===== config.mk =====
export PLATFORM = sky130hd
export DESIGN_NAME = recip_divider
export DESIGN_NICKNAME = d
export VERILOG_FILES = /design/src/rtl/recip_div_pkg.sv /design/src/rtl/recip_engine.sv /design/src/rtl/recip_cache.sv /design/src/rtl/fx_mul.sv /design/src/rtl/recip_divider.sv
export SDC_FILE = /design/constraint.sdc
export NUM_CORES = 2
export LEC_CHECK = 0
export ABC_AREA = 1
export BUFFER_PORTS_ARGS = -buffer_cell sky130_fd_sc_hd__buf_4
export CAP_MARGIN = 20
export CORE_MARGIN = 5
export CORE_UTILIZATION = 59
export CTS_CLUSTER_SIZE = 8
export DETAILED_ROUTE_END_ITERATION = 12
export PLACE_DENSITY = 0.85
export REMOVE_ABC_BUFFERS = 1
export SYNTH_ARGS = -nofsm -noshare
export SYNTH_HDL_FRONTEND = slang
export SYNTH_HIERARCHICAL = 1
export SYNTH_SLANG_ARGS = --single-unit
export TNS_END_PERCENT = 100

===== constraint.sdc =====
create_clock -name clk -period 6.1 [get_ports clk]
set_clock_uncertainty 0.1 [all_clocks]
set_input_delay 0.305 -clock clk [delete_from_list [all_inputs] [get_ports clk]]
set_output_delay 0.305 -clock clk [all_outputs]
set_load 0.02 [all_outputs]

===== src/rtl/recip_div_pkg.sv =====
package recip_div_pkg;
  localparam int OPW_D    = 16;  // operand width
  localparam int RCW_D    = 32;  // reciprocal fraction bits
  localparam int MULLAT_D = 3;   // multiply pipeline depth

  typedef enum logic [1:0] {ST_IDLE, ST_RECIP, ST_MUL} ctl_state_t;

  // One restoring step: shift in a zero and subtract when possible.
  function automatic logic step_take(input logic [OPW_D-1:0] rem, input logic [OPW_D-1:0] d);
    return {rem, 1'b0} >= {1'b0, d};
  endfunction
endpackage


===== src/rtl/recip_engine.sv =====
module recip_engine #(
  parameter int OPW = recip_div_pkg::OPW_D,
  parameter int RCW = recip_div_pkg::RCW_D
) (
  input  logic           clk,
  input  logic           rst_n,
  input  logic           start,
  input  logic [OPW-1:0] divisor,
  output logic           busy,
  output logic           done,
  output logic [RCW-1:0] recip
);
  localparam int CW = $clog2(RCW + 1);

  logic [OPW-1:0] rem, d;
  logic [CW-1:0]  cnt;
  logic [OPW:0]   shifted;
  logic           take;
  logic [OPW-1:0] rem_nx;

  // Remainder starts at 1 (the leading bit of 2^32), so y = 1 yields all ones.
  always_comb begin
    shifted = {rem, 1'b0};
    take    = shifted >= {1'b0, d};
    rem_nx  = take ? OPW'(shifted - {1'b0, d}) : shifted[OPW-1:0];
  end

  always_ff @(posedge clk) begin
    if (!rst_n) begin
      busy  <= 1'b0;
      done  <= 1'b0;
      cnt   <= '0;
      rem   <= '0;
      d     <= '0;
      recip <= '0;
    end else begin
      done <= 1'b0;
      if (start) begin
        d     <= divisor;
        rem   <= OPW'(1);
        cnt   <= CW'(RCW);
        busy  <= 1'b1;
        recip <= '0;
      end else if (busy) begin
        rem   <= rem_nx;
        recip <= {recip[RCW-2:0], take};
        cnt   <= cnt - 1'b1;
        if (cnt == CW'(1)) begin
          busy <= 1'b0;
          done <= 1'b1;
        end
      end
    end
  end


  engine_progress_chk: assert property (@(posedge clk) disable iff (!rst_n)
    busy |=> (busy || done));
endmodule


===== src/rtl/recip_cache.sv =====
module recip_cache #(
  parameter int OPW = recip_div_pkg::OPW_D,
  parameter int RCW = recip_div_pkg::RCW_D
) (
  input  logic           clk,
  input  logic           rst_n,
  input  logic           wr_en,
  input  logic [OPW-1:0] wr_tag,
  input  logic [RCW-1:0] wr_val,
  input  logic [OPW-1:0] look_tag,
  output logic           hit,
  output logic [OPW-1:0] tag,
  output logic [RCW-1:0] val
);
  logic vld;

  always_ff @(posedge clk) begin
    if (!rst_n) begin
      vld <= 1'b0;
      tag <= '0;
      val <= '0;
    end else if (wr_en) begin
      vld <= 1'b1;
      tag <= wr_tag;
      val <= wr_val;
    end
  end

  assign hit = vld && (tag == look_tag);


  entry_fill_chk: assert property (@(posedge clk) disable iff (!rst_n)
    $rose(vld) |-> $past(wr_en));
endmodule


===== src/rtl/fx_mul.sv =====
module fx_mul #(
  parameter int OPW = recip_div_pkg::OPW_D,
  parameter int RCW = recip_div_pkg::RCW_D,
  parameter int LAT = recip_div_pkg::MULLAT_D
) (
  input  logic           clk,
  input  logic           rst_n,
  input  logic           in_valid,
  input  logic [OPW-1:0] a,
  input  logic [RCW-1:0] b,
  output logic           out_valid,
  output logic [OPW-1:0] q_int
);
  localparam int PW = OPW + RCW;

  logic [OPW-1:0] pipe [LAT];
  logic [LAT-1:0] vld;

  always_ff @(posedge clk) begin
    if (!rst_n) begin
      vld[0]  <= 1'b0;
      pipe[0] <= '0;
    end else begin
      vld[0]  <= in_valid;
      pipe[0] <= OPW'((PW'(a) * PW'(b)) >> RCW);
    end
  end

  for (genvar i = 1; i < LAT; i++) begin : g_stage
    always_ff @(posedge clk) begin
      if (!rst_n) begin
        vld[i]  <= 1'b0;
        pipe[i] <= '0;
      end else begin
        vld[i]  <= vld[i-1];
        pipe[i] <= pipe[i-1];
      end
    end
  end

  assign out_valid = vld[LAT-1];
  assign q_int     = pipe[LAT-1];
endmodule


===== src/rtl/recip_divider.sv =====
module recip_divider
  import recip_div_pkg::*;
#(
  parameter int OPW    = OPW_D,
  parameter int RCW    = RCW_D,
  parameter int MULLAT = MULLAT_D
) (
  input  logic           clk,
  input  logic           rst_n,
  input  logic           req_valid,
  output logic           req_ready,
  input  logic [OPW-1:0] req_x,
  input  logic [OPW-1:0] req_y,
  output logic           res_valid,
  output logic [OPW-1:0] res_q,
  output logic           res_hit,
  output logic           res_dz
);
  ctl_state_t     st;
  logic [OPW-1:0] x_q, y_q;
  logic           hit_q;

  logic           accept, y_zero, c_hit;
  logic           eng_start, eng_busy, eng_done;
  logic [RCW-1:0] eng_recip, c_val;
  logic [OPW-1:0] c_tag;
  logic           mul_go, mul_vout;
  logic [OPW-1:0] mul_a, mul_q;
  logic [RCW-1:0] mul_b;

  assign req_ready = (st == ST_IDLE) && !res_valid;
  assign accept    = req_valid && req_ready;
  assign y_zero    = (req_y == '0);
  assign eng_start = accept && !y_zero && !c_hit;
  assign mul_go    = (accept && !y_zero && c_hit) || eng_done;
  // Fresh reciprocal goes straight to the multiplier on the write cycle.
  assign mul_a     = eng_done ? x_q : req_x;
  assign mul_b     = eng_done ? eng_recip : c_val;

  recip_engine #(.OPW(OPW), .RCW(RCW)) u_eng (
    .clk(clk), .rst_n(rst_n), .start(eng_start), .divisor(req_y),
    .busy(eng_busy), .done(eng_done), .recip(eng_recip));

  recip_cache #(.OPW(OPW), .RCW(RCW)) u_cache (
    .clk(clk), .rst_n(rst_n), .wr_en(eng_done), .wr_tag(y_q), .wr_val(eng_recip),
    .look_tag(req_y), .hit(c_hit), .tag(c_tag), .val(c_val));

  fx_mul #(.OPW(OPW), .RCW(RCW), .LAT(MULLAT)) u_mul (
    .clk(clk), .rst_n(rst_n), .in_valid(mul_go), .a(mul_a), .b(mul_b),
    .out_valid(mul_vout), .q_int(mul_q));

  always_ff @(posedge clk) begin
    if (!rst_n) begin
      st        <= ST_IDLE;
      x_q       <= '0;
      y_q       <= '0;
      hit_q     <= 1'b0;
      res_valid <= 1'b0;
      res_q     <= '0;
      res_hit   <= 1'b0;
      res_dz    <= 1'b0;
    end else begin
      res_valid <= 1'b0;
      unique case (st)
        ST_IDLE: if (accept) begin
          x_q   <= req_x;
          y_q   <= req_y;
          hit_q <= c_hit;
          if (y_zero) begin
            res_valid <= 1'b1;
            res_q     <= '1;
            res_dz    <= 1'b1;
            res_hit   <= 1'b0;
          end else begin
            st <= c_hit ? ST_MUL : ST_RECIP;
          end
        end
        ST_RECIP: if (eng_done) st <= ST_MUL;
        ST_MUL: if (mul_vout) begin
          res_valid <= 1'b1;
          res_q     <= (y_q == OPW'(1)) ? x_q : mul_q;
          res_hit   <= hit_q;
          res_dz    <= 1'b0;
          st        <= ST_IDLE;
        end
        default: st <= ST_IDLE;
      endcase
    end
  end


  busy_ready_chk: assert property (@(posedge clk) disable iff (!rst_n)
    accept |=> !req_ready);

  pulse_width_chk: assert property (@(posedge clk) disable iff (!rst_n)
    res_valid |=> !res_valid);

  hit_keeps_entry_chk: assert property (@(posedge clk) disable iff (!rst_n)
    (accept && c_hit) |=> ($stable(c_tag) && $stable(c_val)));

  zero_result_chk: assert property (@(posedge clk) disable iff (!rst_n)
    (accept && y_zero) |=> (res_valid && res_dz && !res_hit && $stable(c_tag)));

  engine_owner_chk: assert property (@(posedge clk) disable iff (!rst_n)
    eng_done |-> (st == ST_RECIP && !eng_busy));
endmodule


-- After elaboration in Yosys (flattened, before gate mapping)
Memories as Yosys holds them, arrays and structs flattened.
Index checks and enable logic that the tools add are counted.
W data, S select, Z words.
- register bits after elaboration: 178
- bits in writable memories: 48
- memories: 1
- memories (name ; words ; bits a word ; read ports ; clocked after memory_dff ; write ports ; line ; text):
    u_mul.pipe ; 3 ; 16 ; 3 ; 0 ; 3 ; fx_mul.sv:16 ; logic [OPW-1:0] pipe [LAT];
- $add $sub $neg: 2
- multipliers: 1
- $lt $le $gt $ge: 1
- equality and inequality tests: 10
- muxes and demuxes: 39
- bitwise operators: 5
- reduce and logical (&&, ||, !) cells: 19
- operators by type and width (cell ; count):
    $mux W16 ; 9
    $mul A16 B32 Y48 ; 1
    $mux W32 ; 1
    $pmux W16 S2 ; 1
    $ge A17 B16 Y1 ; 1
    $mux W1 ; 17
    $eq A16 B1 Y1 const B ; 1
    $eq A16 B16 Y1 ; 1
    $logic_not A16 Y1 ; 1
    $sub A16 B16 Y16 ; 1
    $mux W6 ; 2
    $mux W2 ; 5
    $reduce_and A4 Y1 ; 2
    $eq A6 B1 Y1 const B ; 1
    $logic_and A1 B1 Y1 ; 6
    $ne A2 B2 Y1 const B ; 3
    $pmux W1 S2 ; 3
    $pmux W2 S3 ; 1
    $sub A6 B1 Y6 const B ; 1
    $ne A2 B1 Y1 const B ; 2
    $reduce_bool A2 Y1 ; 2
    $logic_not A1 Y1 ; 3
    $or A1 B1 Y1 ; 3
    $reduce_or A3 Y1 ; 1
    other kinds (7) ; 8

-- Longest topological paths before layout
- depth after elaboration: 6
- depth in mapped cells: 35

-- Cells and area by module
The synthesis kept the hierarchy.
- modules (own cells, without submodules) (module ; instances ; cells an instance ; area an instance (um^2) ; sequential area each (um^2)):
    fx_mul ; 1 ; 2436 ; 18153.7 ; 1021.0
    recip_engine ; 1 ; 569 ; 3875.0 ; 1441.4
    recip_divider ; 1 ; 488 ; 3010.4 ; 1081.0
    recip_cache ; 1 ; 271 ; 1931.9 ; 980.9

-- Worst setup path before layout
OpenSTA, ideal clock, no wires.
- path kind: reg2reg
- start point: register u_eng.done
- end point: memory u_mul/pipe[0][10] in the netlist's numbering
- library setup time: 113 ps
- arrival: 6280 ps
- data required time: 5887 ps
- setup slack: -393 ps
- stages on the path, launching flop included: 35
- path buffers: 5
- cell sequence: dfxtp_1 > clkbuf_1 > inv_1 > clkbuf_1 > buf_1 > nand2_1 > nand2_1 > clkbuf_1 > clkbuf_1 > nand2_1 > fa_1 > inv_1 > fa_1 > inv_1 > fa_1 > inv_1 > fa_1 > fa_1 > inv_1 > fa_1 > inv_1 > ha_1 > nand2_1 > nor2_1 > inv_1 > nor2_1 > nand2_1 > inv_2 > nand3_1 > o21ai_0 > nor2_1 > nand2_1 > nand2_1 > nand2_1 > nor2_1
- RTL lines (item ; line ; text):
    from (decl) ; recip_engine.sv:10 ; output logic done,
    from (signal assigned) ; recip_engine.sv:31 ; done <= 1'b0;
    from (signal assigned) ; recip_engine.sv:37 ; done <= 1'b0;
    from (signal assigned) ; recip_engine.sv:50 ; done <= 1'b1;
    to (decl) ; fx_mul.sv:16 ;

==> metrics.txt <==
status finished with violations; failing checks negative setup slack; Root Buffer clkbuf_16; Min-Delay Path Class input port to register; Hold Crit Depth 3; most common cell in the synthesized netlist nand2_1; largest area contributor in the netlist fa_1; antenna violations before repair 0; Final ANT Viol Nets 0; I/O Buffers 54; total CTS buffers 34; FF+latch count, synth 226; DIE HEIGHT 224 um; RSZ-0062 raised after global routing true; Initial Utilization 59.6%; CP arrival 7.09 ns; dpl hpwl 56500 um; WL/cell 19.6 um; pre-CTS setup slack -0.347 ns; ANT cells 0; max_slew headroom 24.9%; depth of the most critical reg-to-reg path 30; Crit-path slowest cell fa_1; Slew Viols, Final 0; GR Overflow Total 0; via/cell ratio 5.80; Post-synth ARST share 0%; CP startpoint kind register; Clock Sinks 226; Tot GR Track Use 33.1%; ranking of synthesized cells by area fa_1, dfxtp_1, nand2_1; vias in the first global route 26400; static leakage 17.0 nW; Worst Path Max Fanout 19; VDD IR-drop max 0.196 mV; GPL Wtd Cong 0.980; measured slew at the worst slew-check pin 1.13 ns; Core ar. 45300 um2; Post-Place Cells 4427; Critical Path RT 6.45 ns; via count 26400; pin count of the biggest net entering global routing 91; number of cells on the critical path 30; Final Hold Vio Count 0; fin crit period 6.75 ns; Ys Warns 6; Remaining DRCs 0; first-pass GRT wire length 134000 um; Fin Setup TNS -9.25 ns; CTS tree built; ys flop type dfxtp_1; worst skew pair latency 0.56 ns; Synth cell types 46; fin util 70.3%; Crit path largest cell delay 0.56 ns; Crit. End Element register; Synth top cells by count nand2_1, inv_1, fa_1; post-route insts no fill 4541; number of cell rows 78; MaxCap Viol Count 0; initial DRC count 3442; Die W 224 um; Detailed Route WL 89200 um; kind of critical path register to register; Top delay family on crit path adder cells; Reg clk slew, reported paths 0.05 ns; Yosys top cell area share 31.0%; Fmax achieved 148 MHz; DRT Pass-1 Iters 9; Mapped Cells 3764; Power Dens Cells 137 nW/um2; H-tree Lvls 2; Area Overhead vs Synth 18.0%; nets 4525; Period Utilization, post-route 111%; CTS max path bufs 3; share of post-route cells with drive strength above 1 14.0%; CP Buf/Inv Count 11; syn avg cell area 7.17 um2; # setup viols final 16; Hold Worst Slack 0.0242 ns; setup ws final -0.647 ns; register area share after synthesis 16.8%; num ports 55; EDFF count, synth 0; Mapped Area 27000 um2; Die ar. 50100 um2
==> per-stage QoR <==
| step | total power, mW | cell area (um2) |
|---|---|---|
| global placement | 2.50 | 29300 |
| finish | 4.37 | 31800 |
| detailed placement | 2.52 | 29300 |
| floorplan | 2.19 | 26200 |
| CTS | 4.31 | 31500 |
| global route | 4.53 | 31800 |
==> layer usage <==
layer	GRT usage, %	vias up	wire [um]
li1	-	11400	-
met1	39.2	12300	29900
met2	55.0	1935	40700
met3	7.93	727	10200
met4	19.6	0	8310
met5	0	-	0
==> sequential cells by signal, summed over array words and instances (netlist names), 16 cells and up <==
name         flops
u_eng/rem       16
u_mul/pipe      48
u_eng/recip     32
y_q             16
u_eng/d         16
res_q           16
u_cache/tag     16
x_q             16
u_cache/val     32
==> repair_timing <==
| action | CTS | global route |
|---|---|---|
| resized for setup | 125 | 91 |
| hold buffers | 30 | 0 |
| buffers inserted | 37 | 2 |
| pin swaps | 45 | 17 |
| endpoints found under the setup margin | 16 | 16 |
| endpoints found under the hold margin | 37 | 0 |
| cloned | 6 | 0 |
==> placed cells by master (no fill, tap or decap), types with 35 or more instances in the layout <==
cell type and count:
fa_1 408, dfxtp_1 224, nand3_1 104, ha_1 114, a21oi_1 145, clkbuf_16 35
buf_12 38, inv_1 847, nor2_1 238, nand2_1 1034, nor2_2 39, o21ai_0 121
buf_4 233, nand2_2 45
==> worst paths after layout <==
kind | from | endpoint | slack, ns
min reg2reg | u_mul/pipe[1][2] | u_mul/pipe[2][2] | 0.30
min | req_y[1] | y_q[1] | 0.02
max reg2reg | u_eng/done | u_mul/pipe[0][11] | -0.65
max | u_eng/done | u_mul/pipe[0][11] | -0.65
==> logic make-up after synthesis <==
kind of cell	synth area share (%)
AOI/OAI and AO/OA	6.96
xor gates and xnor gates	0.422
adders and majority gates	37.3
buffers and inverters	14.9
DFF	16.8
and+or+nand+nor	23.7
==> worst register-to-register path: cells and delay by family (launching register included) <==
family / cells / cell delay (ns)
AOI/OAI and AO/OA: 4 / 0.64
adders and majority gates: 7 / 3.34
buffers and inverters: 11 / 1.28
DFF: 1 / 0.39
and+or+nand+nor: 8 / 0.92
==> report_power, final <==
group	switching [mW]	total (mW)	internal, mW	leakage (nW)
sequential	0.0449	1.58	1.54	1.84
clock	0.690	1.72	1.03	0.458
combinational	0.685	1.07	0.380	14.7
total	1.42	4.37	2.95	17.0
==> layout make-up <==
| type | count | area [um2] |
|---|---|---|
| Clock buffer | 37 | 893 |
| Clock inverter | 3 | 33.8 |
| Fill cell | 3199 | 13500 |
| Inverter | 865 | 3260 |
| Multi-Input combinational cell | 2489 | 19200 |
| Sequential cell | 226 | 4530 |
| Tap cell | 600 | 751 |
| Timing Repair Buffer | 320 | 3130 |
| Timing Repair inverter | 1 | 6.26 |
Note: power is estimated with default switching activity, not from simulation.
